$ cat src/rtl/dinput_combiner.sv
module dinput_combiner #(
  parameter int NCH = 4,
  parameter int ADDR_W = 5,
  parameter logic [ADDR_W-1:0] CFG_ADDR = 5'b00100,
  parameter int SEL_LSB = 11
) (
  input  logic              clk,
  input  logic              rst_n,
  input  logic              wr_en,
  input  logic [ADDR_W-1:0] wr_addr,
  input  logic [15:0]       wr_data,
  input  logic [NCH-1:0]    spi_on,
  input  logic [NCH-1:0]    pin_in,
  output logic [NCH-1:0]    chan_cmd,
  output logic [NCH-1:0]    sense_hi,
  output logic [NCH-1:0]    slew_fast
);
  localparam int SEL_W = (NCH > 1) ? $clog2(NCH) : 1;

  logic [NCH-1:0] pin_s1, pin_s2;
  logic [NCH-1:0] dir_dis, and_mode, ratio_q, fast_q;
  logic           hit;
  logic [SEL_W-1:0] sel;
  logic           unused_bits;

  assign hit = wr_en && (wr_addr == CFG_ADDR);
  assign sel = wr_data[SEL_LSB +: SEL_W];
  assign unused_bits = ^{wr_data[15:SEL_LSB+SEL_W], wr_data[SEL_LSB-1:4]};

  always_ff @(posedge clk or negedge rst_n)
    if (!rst_n) begin
      pin_s1 <= '0;
      pin_s2 <= '0;
    end else begin
      pin_s1 <= pin_in;
      pin_s2 <= pin_s1;
    end

  for (genvar i = 0; i < NCH; i++) begin : g_ch
    always_ff @(posedge clk or negedge rst_n)
      if (!rst_n) begin
        fast_q[i]   <= 1'b0;
        ratio_q[i]  <= 1'b0;
        dir_dis[i]  <= 1'b0;
        and_mode[i] <= 1'b0;
      end else if (hit && sel == SEL_W'(i)) begin
        fast_q[i]   <= wr_data[3];
        ratio_q[i]  <= wr_data[2];
        dir_dis[i]  <= wr_data[1];
        and_mode[i] <= wr_data[0];
      end

    assign chan_cmd[i] = dir_dis[i]  ? spi_on[i] :
                         and_mode[i] ? (pin_s2[i] & spi_on[i]) :
                                       (pin_s2[i] | spi_on[i]);
  end

  assign sense_hi  = ratio_q;
  assign slew_fast = fast_q;

  logic [1:0] age;
  always_ff @(posedge clk or negedge rst_n)
    if (!rst_n) age <= '0;
    else if (age != 2'd3) age <= age + 2'd1;

  for (genvar i = 0; i < NCH; i++) begin : g_chk
    a_r8_no_write_stable: assert property (@(posedge clk) disable iff (!rst_n)
      !hit |=> ($stable(sense_hi[i]) && $stable(slew_fast[i])));
    a_r1_other_chan_stable: assert property (@(posedge clk) disable iff (!rst_n)
      (hit && sel != SEL_W'(i)) |=> ($stable(sense_hi[i]) && $stable(slew_fast[i])));
    a_r5_ratio_written: assert property (@(posedge clk) disable iff (!rst_n)
      (hit && sel == SEL_W'(i)) |=> (sense_hi[i] == $past(wr_data[2])));
    a_r3_and_forces_off: assert property (@(posedge clk) disable iff (!rst_n)
      (!dir_dis[i] && and_mode[i] && !spi_on[i]) |-> !chan_cmd[i]);
    a_r4_or_forces_on: assert property (@(posedge clk) disable iff (!rst_n)
      (!dir_dis[i] && !and_mode[i] && spi_on[i]) |-> chan_cmd[i]);
    a_r9_two_stage_pin: assert property (@(posedge clk) disable iff (!rst_n)
      (age >= 2'd2 && !dir_dis[i] && !and_mode[i] && !spi_on[i])
        |-> (chan_cmd[i] == $past(pin_in[i], 2)));
  end
endmodule

$ cat config.mk
export PLATFORM = sky130hd
export DESIGN_NAME = dinput_combiner
export DESIGN_NICKNAME = d
export VERILOG_FILES = /design/src/rtl/dinput_combiner.sv
export SDC_FILE = /design/constraint.sdc
export NUM_CORES = 1
export LEC_CHECK = 0
export ABC_AREA = 1
export BUFFER_PORTS_ARGS = -buffer_cell sky130_fd_sc_hd__buf_2
export CAP_MARGIN = 10
export CORE_UTILIZATION = 35
export CTS_BUF_LIST = sky130_fd_sc_hd__clkbuf_8
export CTS_CLUSTER_SIZE = 40
export DETAILED_ROUTE_END_ITERATION = 10
export GPL_TIMING_DRIVEN = 0
export HOLD_SLACK_MARGIN = 0.08
export PLACE_DENSITY_LB_ADDON = 0.2
export SLEW_MARGIN = 0
export SYNTH_ARGS = -nofsm -noshare
export SYNTH_HDL_FRONTEND = slang
export SYNTH_SLANG_ARGS = --single-unit
$ cat constraint.sdc
create_clock -name clk -period 1.86 [get_ports clk]
set_clock_uncertainty 0.1 [all_clocks]
set_input_delay 0.186 -clock clk [delete_from_list [all_inputs] [get_ports clk]]
set_output_delay 0.186 -clock clk [all_outputs]
set_load 0.02 [all_outputs]
==> reports/results.ini, run 1 <==
[drt]
ant_nets=0
drtIter0Drc=26
wire_per_inst_microns=11.4
firstDrtPassIters=4
vias=883
post-route-drc-count=0
wirelength_microns=2060
via_per_inst=4.91

[setup_path]
crit_required_ps=1570
crit_path_max_fanout=3
reg2reg_slack_ps=1120
cp_slowest_cell=dfrtp_1
crit_type=flop to primary output
reg2reg_depth=2
crit_family=flip-flops
cp-start-kind=flop
worst_path_largest_cell_delay_ps=410
end_kind=primary output
crit_arrival_ps=1080
path_cells=o21ai_0 > o31ai_1 > buf_2
r2r-end=dir_dis[1]
path_buf_inv=1
timing.rr.start=dir_dis[1]

[global_routing]
grt_pass1_wl_microns=3620
antenna_found_initial=0
grt_use_total_pct=15.2
grt_max_degree=25
grt_pass1_vias=835
overflow=0

[clock_tree]
clockBufferDepth=2
root_buffer=clkbuf_8
htree_levels=1
cts_buffers=3
cts_tree=built
insertion_delay_ps=260
cts_sinks=24
path_clk_slew_ps=80

[layout]
design_area_sq_mm=0.00132
final_common_cell=buf_2
drive_gt1_share_pct=31.5
fillers=261
areaGrowthSynthToFinish_pct=30.6
nets=182
mostFrequentLayoutCells=buf_2 (36), nand2_1 (35), dfrtp_1 (24)
antennaDiodeCount=0

[synthesis]
synth-compound-area-share_pct=4.96
synthXorXnorAreaFrac_pct=0
synth_mux_area_share_pct=0
netlist_area_sq_mm=0.00101
synth-simple-area-share_pct=30.7
seq_area_frac_synth_pct=59.5
synth_adder_area_share_pct=0
yosysTopAreaCellShare_pct=59.5
synth_area_leaders=dfrtp_1 (59%), nand2_1 (13%), nand4_1 (9.9%), nand3_2 (4.0%), o31ai_1 (3.0%)
ys_seq_elements=24
synth_cells=107
yosysWarnings=0
synth_top_cell_by_area=dfrtp_1
syn-num-nets=139
synth_top_family_by_area=simple AND/OR/NAND/NOR gates
synth_cell_type_count=11
syn_area_per_cell_sq_um=9.44

[run]
cap_viol_max_count=0

[place]
port_buffers=33
gp_congestion=0.814
dp_hpwl_microns=1500
place_area_sq_mm=0.00121

[sta]
rsz0062_at_grt=false
setup_viol=0
min_period_ps=1360
setup_tns_ps=0
finalMaxSlewViolations=0
finalHoldViolations=0
tightest_slew_ps=522
holdWs_ps=113
fmax_mhz=734
slew_headroom_pct=65.2
finalCritPeriodShare_pct=73.3

[outcome]
status=completed

[min_path]
hold_class=input pin to flop
whs_path_depth=3
min_from=wr_data[1]
whs_endpoint=dir_dis[2]

[power]
power_density_mw_per_mm2=831
total_power_uw=1100
p_leak_uw=0.000727
max-vdd-ir-drop_uv=457

[floorplan]
num_rows=19
coreArea_sq_mm=0.00273
start_util_pct=36.9
die_w_microns=55.7
io_pins=44
floorplan.die_area_sq_mm=0.00310
die_h_microns=55.7

## per-stage QoR
| stage | cells | setup slack [ps] | utilization (%) |
|---|---|---|---|
| 2_1_floorplan | 107 | 629 | - |
| 3_3_place_gp | 171 | 731 | 44.4 |
| 3_5_place_dp | 171 | 694 | 44.4 |
| 4_1_cts | 180 | 487 | 48.2 |
| 5_1_grt | 180 | 396 | 48.2 |
| 6_report | 180 | 497 | 48.2 |
## cells in the mapped netlist
master and count:
nand3_2 4, nand4_1 16, nor2_2 2, buf_4 1
o31ai_1 4, inv_1 7, nand2_1 35, buf_2 3
o21ai_0 4, nor2_1 7, dfrtp_1 24
## kinds of logic (layout without fill, tap and decap cells)
family,count (synthesis),in the layout
buffers and inverters,11,53
and+or+nand+nor,64,64
AOI/OAI and AO/OA,8,8
DFF,24,24
## layout make-up
cell class | instances | area (sq um) | share of cell area, %
sequential | 24 | 601 | 45.5
multi-input combinational | 72 | 360 | 27.3
timing repair buffer | 38 | 215 | 16.3
clock buffer | 4 | 55.1 | 4.17
tap | 31 | 38.8 | 2.94
inverter | 7 | 26.3 | 1.99
buffer | 4 | 22.5 | 1.71
## worst max-delay path by stage
stage	from	to	slack, ps	cells past startpoint
after floorplan	dir_dis[0]	chan_cmd[0]	630	1
after global placement	wr_addr[4]	slew_fast[0]	730	6
after detailed placement	wr_addr[4]	dir_dis[1]	690	6
after CTS	dir_dis[1]	chan_cmd[1]	490	3
after global routing	dir_dis[3]	chan_cmd[3]	400	3
final	dir_dis[1]	chan_cmd[1]	500	3
## layer usage
layer | vias to the layer above | track usage (%) | part of all wire (%)
met5 | - | 0 | 0
met4 | 0 | 7.50 | 2.1
met3 | 5 | 3.49 | 4.9
met2 | 27 | 22.4 | 44
met1 | 408 | 21.0 | 49
li1 | 443 | - | -
## registers in the layout (all words and copies together), names as in the netlist
name and cells:
sense_hi 4, and_mode 4, pin_s2 4, dir_dis 4, pin_s1 4, slew_fast 4
## power breakdown
group	total (uW)	switching, uW	leakage, uW	internal, uW
logic	168	104	0.000387	64.3
registers	577	19.3	0.000311	558
clock network	350	161	0.0000288	189
## tightest hold or removal path, cell delays in order
cell and delay [ps]:
buf_2 130, nand4_1 80, nand2_1 50
## timing repair
item,4_1_cts,5_1_grt
hold endpoints to repair,28,0
gates resized for setup,0,0
buffers inserted,0,0
hold buffers,5,0
No activity file was read; power rests on OpenSTA's default activity.
==> run 2: changes to the inputs <==
- ABC_AREA: 1 -> 0
- clock period: 1.86 -> 1.3 ns (I/O delays scaled with it)
==> run 2 against run 1 <==
  * Total power rose by 41%
  * Global-route usage fell by 1.6 points
  * First-iteration DRC count fell by 77%
  * Largest cell class unchanged
  * Largest power group unchanged
==> reports/results.ini, run 2 <==
[synthesis]
syn-num-nets=99  ; was 139
ys_seq_elements=24  ; unchanged
seq_area_frac_synth_pct=64.5  ; was 59.5%
yosysWarnings=0  ; unchanged
netlist_area_sq_um=931  ; was 0.00101 sq mm
synth_edf_count=0  ; unchanged
synth_cells=67  ; was 107
synth_cell_type_count=11  ; unchanged
syn_area_per_cell_sq_um=13.9  ; was 9.44 sq um
synth_top_cells_by_count=dfrtp_1 (24), mux2_2 (16), o21ai_0 (8)  ; was nand2_1 (35), dfrtp_1 (24), nand4_1 (16)
yosysTopAreaCellShare_pct=64.5  ; was 59.5%
synth_top_cell_by_area=dfrtp_1  ; unchanged
async_flop_share_pct=100  ; unchanged
synth_area_leaders=dfrtp_1 (65%), mux2_2 (19%), o21ai_0 (4.3%), nor4b_4 (2.6%), nor2_1 (2.0%)  ; was dfrtp_1 (59%), nand2_1 (13%), nand4_1 (9.9%), nand3_2 (4.0%), o31ai_1 (3.0%)
ys.flop_type=dfrtp_1  ; unchanged
synth_most_common_cell=dfrtp_1  ; was nand2_1

[sta]
slew_headroom_pct=65.7  ; was 65.2%
finalHoldViolations=0  ; unchanged
tightest_slew_ps=514  ; was 522 ps
holdWs_ps=251  ; was 113 ps
setup_ws_ps=48.0  ; was 497 ps
rsz0062_at_grt=true  ; was false
min_period_ps=1250
finalCritPeriodShare_pct=96.3
finalMaxSlewViolations=0  ; unchanged
setup_viol=0  ; unchanged
fmax_mhz=799

[power]
max-vdd-ir-drop_uv=889  ; was 457 uV
power_density_mw_per_mm2=1180  ; was 831 mW/mm^2
p_leak_uw=0.000662  ; was 0.000727 uW
total_power_uw=1540  ; was 1100 uW

[setup_path]
crit_path_max_fanout=3  ; unchanged
crit_type=flop to primary output  ; unchanged
end_kind=primary output  ; unchanged
path_cells=nor2_1 > o21ai_1 > nand2_1 > buf_6  ; was o21ai_0 > o31ai_1 > buf_2
crit_arrival_ps=1020  ; was 1080 ps
crit_family=flip-flops  ; unchanged
cp-start-kind=flop  ; unchanged
worst_path_largest_cell_delay_ps=400  ; was 410 ps
crit_required_ps=1070  ; was 1570 ps
cp_slowest_cell=dfrtp_1  ; unchanged
path_buf_inv=1  ; unchanged

[clock_tree]
root_buffer=clkbuf_8  ; unchanged
clockBufferDepth=2  ; unchanged
cts_sinks=24  ; unchanged
post_cts_buffers=0  ; unchanged
cts_buffers=3  ; unchanged
htree_levels=1  ; unchanged
insertion_delay_ps=260  ; about the same
cts_tree=built  ; unchanged
path_clk_slew_ps=80  ; about the same

[min_path]
hold_class=flop to flop  ; was input pin to flop

[run]
cap_viol_max_count=0  ; unchanged

[layout]
drive_gt1_share_pct=48.7  ; was 31.5%
antennaDiodeCount=0  ; unchanged
final_common_cell=buf_2  ; unchanged
mostFrequentLayoutCells=buf_2 (29), dfrtp_1 (24), mux2_2 (16)  ; was buf_2 (36), nand2_1 (35), dfrtp_1 (24)
nets=146  ; was 182
areaGrowthSynthToFinish_pct=40.3  ; was 30.6%

[place]
port_buffers=33  ; unchanged
dp_slack_ps=-242  ; was 694 ps
gp_congestion=0.666  ; was 0.814
dp_hpwl_microns=1240  ; was 1500 microns

[drt]
ant_nets=0  ; unchanged
wirelength_microns=1660  ; was 2060 microns
via_per_inst=4.77  ; was 4.91
post-route-drc-count=0  ; unchanged
firstDrtPassIters=2  ; was 4
vias=682  ; was 883
wire_per_inst_microns=11.6  ; was 11.4 microns
drtIter0Drc=6  ; was 26

[floorplan]
die_w_microns=53.6  ; was 55.7 microns
coreArea_sq_mm=0.00250  ; was 0.00273 sq mm
io_pins=44  ; unchanged
die_h_microns=53.6  ; was 55.7 microns
start_util_pct=37.2  ; was 36.9%
num_rows=18  ; was 19
floorplan.die_area_sq_mm=0.00287  ; was 0.00310 sq mm

[global_routing]
grt_pass1_vias=653  ; was 835
grt_pass1_wl_microns=2620  ; was 3620 microns
overflow=0  ; unchanged
antenna_found_initial=0  ; unchanged
grt_max_degree=25  ; unchanged
grt_use_total_pct=13.6  ; was 15.2%

[outcome]
status=completed  ; unchanged

[run 2: cell types whose count changed in the layout (fill, tap and decap cells not counted), moves of 7 or more]
cell,previous run,this run
nand4_1,16,0
mux2_2,0,16
buf_2,36,29
nand2_1,35,4
o21ai_1,0,8
[run 2: through the flow]
step | setup TNS, ps | cell area [sq um] | std cells | utilization (%)
2_1_floorplan | 0 | 931 | 67 | -
3_3_place_gp | -2110 | 1130 | 130 | 45.3
3_5_place_dp | -2600 | 1130 | 130 | 45.3
4_1_cts | 0 | 1290 | 143 | 51.5
5_1_grt | -139 | 1310 | 143 | 52.3
6_report | 0 | 1310 | 143 | 52.3
[run 2: worst paths after layout]
kind / from / endpoint / slack (ps) / depth (start not counted)
max: dir_dis[3] / chan_cmd[3] / 50 / 4
min: pin_s1[2] / pin_s2[2] / 250 / 0
max reg2reg: dir_dis[0] / dir_dis[0] / 420 / 1
min reg2reg: pin_s1[2] / pin_s2[2] / 250 / 0
max in group asynchronous: rst_n / sense_hi[2] / 490 / 2
min in group asynchronous: rst_n / pin_s2[2] / 260 / 2
[run 2: power breakdown]
group	internal, uW	total (uW)	switching, uW
Clock	270	487	217
Sequential	799	826	27.3
Combinational	119	231	112
Total	1190	1540	357
[run 2: cell type report]
type,count,area (sq um)
clock buffers,4,55.1
well taps,30,37.5
multi-input cells,39,318
inverters,4,15.0
fillers,228,1190
flip-flops and latches,24,601
repair buffers,42,280
[run 2: cells by family after synthesis]
group                  Yosys count  share of synthesized area (%)
AOI/OAI and AO/OA                8                           4.30
buffers and inverters            4                           1.61
muxes                           16                           19.4
and+or+nand+nor                 15                           10.2
DFF                             24                           64.5
[run 2: what timing repair did]
action                                  CTS  global route
endpoints found under the setup margin    4             4
endpoints found under the hold margin    44             0
hold buffers                              9             0
pin swaps                                 0            11
resized for setup                         8             9
[run 2: metal layers]
layer  GRT usage [%]  vias up  wire (microns)
met5               0        -               0
met4            6.58        0              17
met3            5.93        2             101
met2            23.8       23             893
met1            13.8      334             652
li1                -      323               -
